==> src/rtl/mgpio_pkg.sv <==
package mgpio_pkg;

    localparam int PIN_W        = 8;
    localparam int ADDR_W       = 12;
    localparam int BUS_W        = 32;
    localparam int SYNC_STAGES  = 2;
    localparam int DIR_WORD_ADR = 32'h100;

    typedef enum logic [1:0] {
        RGN_NONE = 2'd0,
        RGN_DATA = 2'd1,
        RGN_DIR  = 2'd2
    } region_e;

    typedef struct packed {
        region_e           region;
        logic [PIN_W-1:0]  mask;
    } access_t;

    function automatic access_t decode_access(input logic [ADDR_W-1:0] addr);
        access_t acc;
        acc.mask = addr[PIN_W+1:2];
        if (addr[ADDR_W-1:PIN_W+2] == '0)
            acc.region = RGN_DATA;
        else if (addr[ADDR_W-1:2] == DIR_WORD_ADR[ADDR_W-3:0])
            acc.region = RGN_DIR;
        else
            acc.region = RGN_NONE;
        return acc;
    endfunction

    function automatic logic [PIN_W-1:0] merge_masked(
        input logic [PIN_W-1:0] old_v,
        input logic [PIN_W-1:0] new_v,
        input logic [PIN_W-1:0] mask
    );
        return (old_v & ~mask) | (new_v & mask);
    endfunction

endpackage

==> src/rtl/mgpio_sync.sv <==
module mgpio_sync #(
    parameter int W      = mgpio_pkg::PIN_W,
    parameter int STAGES = mgpio_pkg::SYNC_STAGES
) (
    input  logic         clk,
    input  logic         rst,
    input  logic [W-1:0] async_in,
    output logic [W-1:0] sync_out
);
    logic [W-1:0] stage_q [STAGES];

    always_ff @(posedge clk) begin
        if (rst) stage_q[0] <= '0;
        else     stage_q[0] <= async_in;
    end

    for (genvar s = 1; s < STAGES; s++) begin : g_stage
        always_ff @(posedge clk) begin
            if (rst) stage_q[s] <= '0;
            else     stage_q[s] <= stage_q[s-1];
        end
    end

    assign sync_out = stage_q[STAGES-1];

endmodule

==> src/rtl/mgpio_regs.sv <==
module mgpio_regs
    import mgpio_pkg::*;
#(
    parameter int W = PIN_W
) (
    input  logic         clk,
    input  logic         rst,
    input  logic         wr_en,
    input  region_e      region,
    input  logic [W-1:0] mask,
    input  logic [W-1:0] wdata,
    output logic [W-1:0] dir_q,
    output logic [W-1:0] out_q
);
    logic wr_data;
    logic wr_dir;

    assign wr_data = wr_en && (region == RGN_DATA);
    assign wr_dir  = wr_en && (region == RGN_DIR);

    always_ff @(posedge clk) begin
        if (rst)          dir_q <= '0;
        else if (wr_dir)  dir_q <= wdata;
    end

    always_ff @(posedge clk) begin
        if (rst)          out_q <= '0;
        else if (wr_data) out_q <= merge_masked(out_q, wdata, mask);
    end

    // masked-off pins hold across a data write
    a_r2_masked_hold: assert property (@(posedge clk) disable iff (rst)
        wr_data |=> (((out_q ^ $past(out_q)) & ~$past(mask)) == '0));

    // no register changes without a decoded write
    a_r7_no_stray_write: assert property (@(posedge clk) disable iff (rst)
        !(wr_data || wr_dir) |=> ($stable(out_q) && $stable(dir_q)));

endmodule

==> src/rtl/mgpio_rdmux.sv <==
module mgpio_rdmux
    import mgpio_pkg::*;
#(
    parameter int W     = PIN_W,
    parameter int BUS_W_P = BUS_W
) (
    input  region_e          region,
    input  logic [W-1:0]     mask,
    input  logic [W-1:0]     dir_q,
    input  logic [W-1:0]     out_q,
    input  logic [W-1:0]     pin_sync,
    output logic [BUS_W_P-1:0] rdata
);
    logic [W-1:0] data_view;

    for (genvar i = 0; i < W; i++) begin : g_pin
        assign data_view[i] = mask[i] & (dir_q[i] ? out_q[i] : pin_sync[i]);
    end

    always_comb begin
        rdata = '0;
        unique case (region)
            RGN_DATA: rdata[W-1:0] = data_view;
            RGN_DIR:  rdata[W-1:0] = dir_q;
            default:  rdata        = '0;
        endcase
    end

endmodule

==> src/rtl/mgpio_port.sv <==
module mgpio_port
    import mgpio_pkg::*;
#(
    parameter int NPINS   = PIN_W,
    parameter int AW      = ADDR_W,
    parameter int DW      = BUS_W,
    parameter int NSYNC   = SYNC_STAGES
) (
    input  logic             clk,
    input  logic             rst,
    input  logic             psel,
    input  logic             penable,
    input  logic             pwrite,
    input  logic [AW-1:0]    paddr,
    input  logic [DW-1:0]    pwdata,
    output logic [DW-1:0]    prdata,
    output logic             pready,
    output logic             pslverr,
    input  logic [NPINS-1:0] pad_in,
    output logic [NPINS-1:0] pad_out,
    output logic [NPINS-1:0] pad_oe
);
    access_t          acc;
    logic             wr_en;
    logic [NPINS-1:0] dir_q;
    logic [NPINS-1:0] out_q;
    logic [NPINS-1:0] pin_sync;
    logic [DW-1:0]    rd_word;

    assign acc   = decode_access(paddr);
    assign wr_en = psel && penable && pwrite;

    mgpio_sync #(.W(NPINS), .STAGES(NSYNC)) i_sync (
        .clk      (clk),
        .rst      (rst),
        .async_in (pad_in),
        .sync_out (pin_sync)
    );

    mgpio_regs #(.W(NPINS)) i_regs (
        .clk    (clk),
        .rst    (rst),
        .wr_en  (wr_en),
        .region (acc.region),
        .mask   (acc.mask),
        .wdata  (pwdata[NPINS-1:0]),
        .dir_q  (dir_q),
        .out_q  (out_q)
    );

    mgpio_rdmux #(.W(NPINS), .BUS_W_P(DW)) i_rdmux (
        .region   (acc.region),
        .mask     (acc.mask),
        .dir_q    (dir_q),
        .out_q    (out_q),
        .pin_sync (pin_sync),
        .rdata    (rd_word)
    );

    assign prdata  = psel ? rd_word : '0;
    assign pready  = 1'b1;
    assign pslverr = 1'b0;
    assign pad_out = out_q;
    assign pad_oe  = dir_q;

    // masked-off bits read zero in the data window
    a_r3_masked_read_zero: assert property (@(posedge clk) disable iff (rst)
        (psel && !pwrite && paddr[AW-1:NPINS+2] == '0)
            |-> ((prdata[NPINS-1:0] & ~paddr[NPINS+1:2]) == '0));

    // output pins read back their driven value
    a_r4_output_readback: assert property (@(posedge clk) disable iff (rst)
        (psel && !pwrite && paddr[AW-1:NPINS+2] == '0)
            |-> (((prdata[NPINS-1:0] ^ pad_out) & pad_oe & paddr[NPINS+1:2]) == '0));

    // upper read bits are always zero
    a_r5_upper_zero: assert property (@(posedge clk) disable iff (rst)
        psel |-> (prdata[DW-1:NPINS] == '0));

endmodule

==> config.mk <==
export PLATFORM = sky130hd
export DESIGN_NAME = mgpio_port
export DESIGN_NICKNAME = d
export VERILOG_FILES = /design/src/rtl/mgpio_pkg.sv /design/src/rtl/mgpio_sync.sv /design/src/rtl/mgpio_regs.sv /design/src/rtl/mgpio_rdmux.sv /design/src/rtl/mgpio_port.sv
export SDC_FILE = /design/constraint.sdc
export NUM_CORES = 1
export LEC_CHECK = 0
export BUFFER_PORTS_ARGS = -buffer_cell sky130_fd_sc_hd__buf_4
export CORE_ASPECT_RATIO = 0.7
export CORE_UTILIZATION = 48
export DETAILED_ROUTE_END_ITERATION = 12
export GPL_ROUTABILITY_DRIVEN = 0
export PLACE_DENSITY = 0.85
export SETUP_SLACK_MARGIN = 0.2
export SLEW_MARGIN = 20
export SYNTH_ARGS = -nofsm -noshare
export SYNTH_HDL_FRONTEND = slang
export SYNTH_HIERARCHICAL = 1
export SYNTH_SLANG_ARGS = --single-unit
==> constraint.sdc <==
create_clock -name clk -period 6.9 [get_ports clk]
set_input_delay 1.38 -clock clk [delete_from_list [all_inputs] [get_ports clk]]
set_output_delay 1.38 -clock clk [all_outputs]
set_load 0.03 [all_outputs]
# Word level (Yosys, flattened, before mapping)
# Memory sizes are Yosys's and may differ from the RTL's.
# Index checks and enable logic that the tools add are counted.
# totals
ff_bits	16
out_inout_bits	50
memories	1
mem_bits_rw	16
word_cells	42
# op_classes
n_reduce_logical	5
eq_ne	3
n_mux	17
n_bitwise	14
# mem_list
memory	depth	width	read_ports	rd_clocked_by_memory_dff	write_ports	line	source
i_sync.stage_q	2	8	2	0	2	mgpio_sync.sv:10	logic [W-1:0] stage_q [STAGES];
# op_table
operator	count
$mux W8	3
$and A8 B8 Y8	2
$pmux W8 S2	1
$mux W1	11
$eq A10 B9 Y1 const B	1
$and A1 B1 Y1	8
$not A8 Y8	1
$or A8 B8 Y8	1
$logic_and A1 B1 Y1	4
$mux W2	2
$eq A2 B1 Y1 const B	1
$eq A2 B2 Y1 const B	1
$logic_not A2 Y1	1
$or A1 B1 Y1	2

# Depth between registers and ports, before layout
# depth
ltp_word	6
depth_mapped	8

# Cells and area by module
# The synthesis kept the hierarchy.
# by_module_without_submodules
mod	cells_per_inst	area_per_inst_um2	instances
mgpio_regs	70	757.0	1
mgpio_sync	33	464.2	1
mgpio_rdmux	56	449.2	1
mgpio_port	44	277.8	1

# Worst setup path after synthesis
# No wires, ideal clock.
# synth_timing
path_kind	input port to output port
start	input paddr[5]
end	output prdata[0]
required_ns	5.520
slack_ns	2.072
t_arrival_ns	3.448
cell_stages	7
n_path_buf	1
path_cell_list	or4_4 -> nor4_2 -> ha_1 -> clkbuf_1 -> a32oi_1 -> nor2_1 -> and2_1
# synth_lines
element	line	source
from (decl)	mgpio_port.sv:14	input logic [AW-1:0] paddr,
to (decl)	mgpio_port.sv:16	output logic [DW-1:0] prdata,

==> results.py <==
metrics = {
    "status": {
        "status": "complete, no violations",
    },
    "critical_path": {
        "crit_type": "primary input to primary output",
        "endpoint_kind": "primary output",
        "worstPathArrival_ps": 3470,
        "critPathMaxFanout": 8,
        "rr_worst_depth": 2,
        "slowest_delay_ps": 520,
        "worstSetupStartpointType": "primary input",
        "path_cells": "buf_4 > or4_4 > nor4_2 > inv_1 > ha_1 > a32oi_1 > nor2_1 > and2_1 > buf_4",
        "worst_path_max_delay_cell": "or4_4",
        "r2r-end": "i_regs/dir_q[5]",
        "cpLargestDelayFamily": "simple AND/OR/NAND/NOR gates",
        "cpMostUsedCell": "buf_4",
        "reg2reg_from": "i_regs/dir_q[5]",
        "reg2reg_slack_ps": 6200,
        "path_buf_inv": 3,
        "crit_required_ps": 5520,
    },
    "finish": {
        "final_common_cell": "buf_4",
        "multi_input_area_um2": 1130,
        "syn2layout_area_growth_pct": 21.3,
        "fillers": 338,
        "utilization_pct": 64.0,
        "final_cell_mix": "buf_4, and2_1, dfxtp_1",
        "diodes": 0,
        "drive_gt1_share_pct": 34.5,
        "final_nets": 310,
        "seq_area_um2": 641,
    },
    "yosys": {
        "synth_compound_area_share_pct": 3.60,
        "ys_ff_latch": 32,
        "yosysSeqAreaShare_pct": 32.9,
        "synthMuxAreaShare_pct": 14.4,
        "syn_area_um2": 1950,
        "synth_top_family_by_area": "simple AND/OR/NAND/NOR gates",
        "syn_inst": 203,
        "yosys-top-cells-area": "dfxtp_1, and2_1, buf_4, mux2i_1, nand2b_1",
        "synth_simple_gate_area_share_pct": 33.8,
        "syn_avg_cell_area_um2": 9.60,
        "ys_warn_count": 6,
        "synthXorXnorAreaFrac_pct": 0,
        "synth_top_cell_area_share_pct": 32.9,
        "ys_types": 26,
        "synth_top_area_cell": "dfxtp_1",
        "synth-adder-area-share_pct": 1.28,
    },
    "timing": {
        "hold_viol": 0,
        "fin_tns_setup_ps": 0,
        "hold_slack_ps": 434,
        "fin_skew_ps": 1.98,
        "rsz0062_at_grt": "false",
        "worst_slew_margin_rel_pct": 53.2,
        "period_share_pct": 70.3,
        "drv_slew": 0,
        "min_period_ps": 4850,
        "tightest_slew_ps": 700,
        "setup_viol": 0,
        "timing.fmax_mhz": 206,
    },
    "grt": {
        "grt_pass1_vias": 1282,
        "grt_pass1_wl_um": 5910,
        "grtUsageTotal_pct": 17.4,
        "antenna_found_initial": 0,
        "gr-total-overflow": 0,
        "grt_start_max_net_pins": 41,
    },
    "drt": {
        "post_drt_wl_per_cell_um": 12.1,
        "postRouteAntennaNets": 0,
        "wirelength_um": 3650,
        "vias_per_cell": 4.61,
        "drtIter0Drc": 76,
        "top_layer": "met3",
        "met2_length_um": 1610,
        "dr.pass1.iters": 4,
        "wl_met1_um": 1810,
        "num_vias": 1391,
        "met3_wirelength_um": 229,
        "drc": 0,
    },
    "worst_hold_path": {
        "min_to": "i_sync/stage_q[1][4]",
        "min_path_cells": 1,
        "hold_start": "i_sync/stage_q[0][4]",
        "hp-class": "register to register",
    },
    "floorplan": {
        "die_h_um": 55.3,
        "dieWidth_um": 78.1,
        "row_count": 18,
        "design.die.area_um2": 4320,
        "start_util_pct": 52.7,
        "io_pins": 107,
        "coreArea_um2": 3690,
    },
    "placed_design": {
        "port_buffers": 54,
        "hpwl_um": 2690,
    },
    "power": {
        "p_per_area_nw_per_um2": 179,
        "p_leak_uw": 0.00114,
        "ir_worst_vdd_mv": 0.146,
    },
    "cts": {
        "clock_sinks": 32,
        "cts-root-buf": "clkbuf_8",
        "cts_resized": 0,
        "clk_path_buf_depth": 2,
        "clkSlewWorstSetupHoldPaths_ps": 60,
        "cts_hold_buf": 0,
        "post_cts_buffers": 0,
        "cts_buffers": 5,
        "clk-insertion-delay-late_ps": 270,
        "cts_tree": "done",
        "htree_levels": 2,
    },
    "job": {
        "maxCapViolCount": 0,
    },
}
-- power by group --
group	leakage, uW	switching (uW)	internal [uW]
clock network	0.0000552	64.0	107
registers	0.000261	1.35	189
logic	0.000827	36.3	25.5
total	0.00114	102	322
-- cells by family after synthesis --
group	count (synthesis)
AOI/OAI and AO/OA	8
adders and majority gates	2
buffers and inverters	39
DFF	32
muxes	24
other	3
and+or+nand+nor	95
-- worst max path at each step --
stage / to / startpoint / depth (start not counted)
after floorplan: prdata[0] / paddr[5] / 7
after global routing: prdata[4] / paddr[5] / 9
final: prdata[6] / paddr[5] / 9
after detailed placement: prdata[6] / paddr[5] / 9
after CTS: prdata[4] / paddr[5] / 9
after global placement: prdata[3] / paddr[5] / 9
-- stage by stage --
step / total power, uW / instance area [um^2] / setup WS (ps) / std cells
6_report: 424 / 2360 / 2050 / 302
5_1_grt: 445 / 2360 / 1900 / 302
4_1_cts: 427 / 2360 / 2070 / 302
3_5_place_dp: 256 / 2260 / 2090 / 294
3_3_place_gp: 255 / 2260 / 2070 / 294
2_1_floorplan: 249 / 2030 / 2070 / 226
-- synthesized netlist by cell type --
master	count
a32oi_1	8
and2_1	32
and2b_2	6
and3_1	1
and3b_4	1
buf_1	1
buf_2	1
buf_4	26
buf_6	2
clkbuf_1	6
clkbuf_2	1
conb_1	3
dfxtp_1	32
ha_1	2
inv_1	2
mux2_4	8
mux2i_1	16
nand2b_1	24
nand3b_4	1
nand4b_1	8
nor2_1	9
nor2b_1	3
nor2b_2	7
nor4_2	1
or4_4	1
or4b_1	1
-- final cells by class --
class / instances / area share, %
Sequential cell: 32 / 27.1
Tap cell: 50 / 2.65
Clock inverter: 2 / 1.48
Multi-Input combinational cell: 155 / 47.9
Clock buffer: 6 / 3.07
Inverter: 2 / 0.318
Timing Repair Buffer: 55 / 17.5
-- metal layers --
layer  up-vias  GRT usage [%]
met2        47           26.9
met1       626           23.8
met4         0           3.97
met5         -              0
li1        718              -
met3         0           5.12
Note: power is estimated with default switching activity, not from simulation.
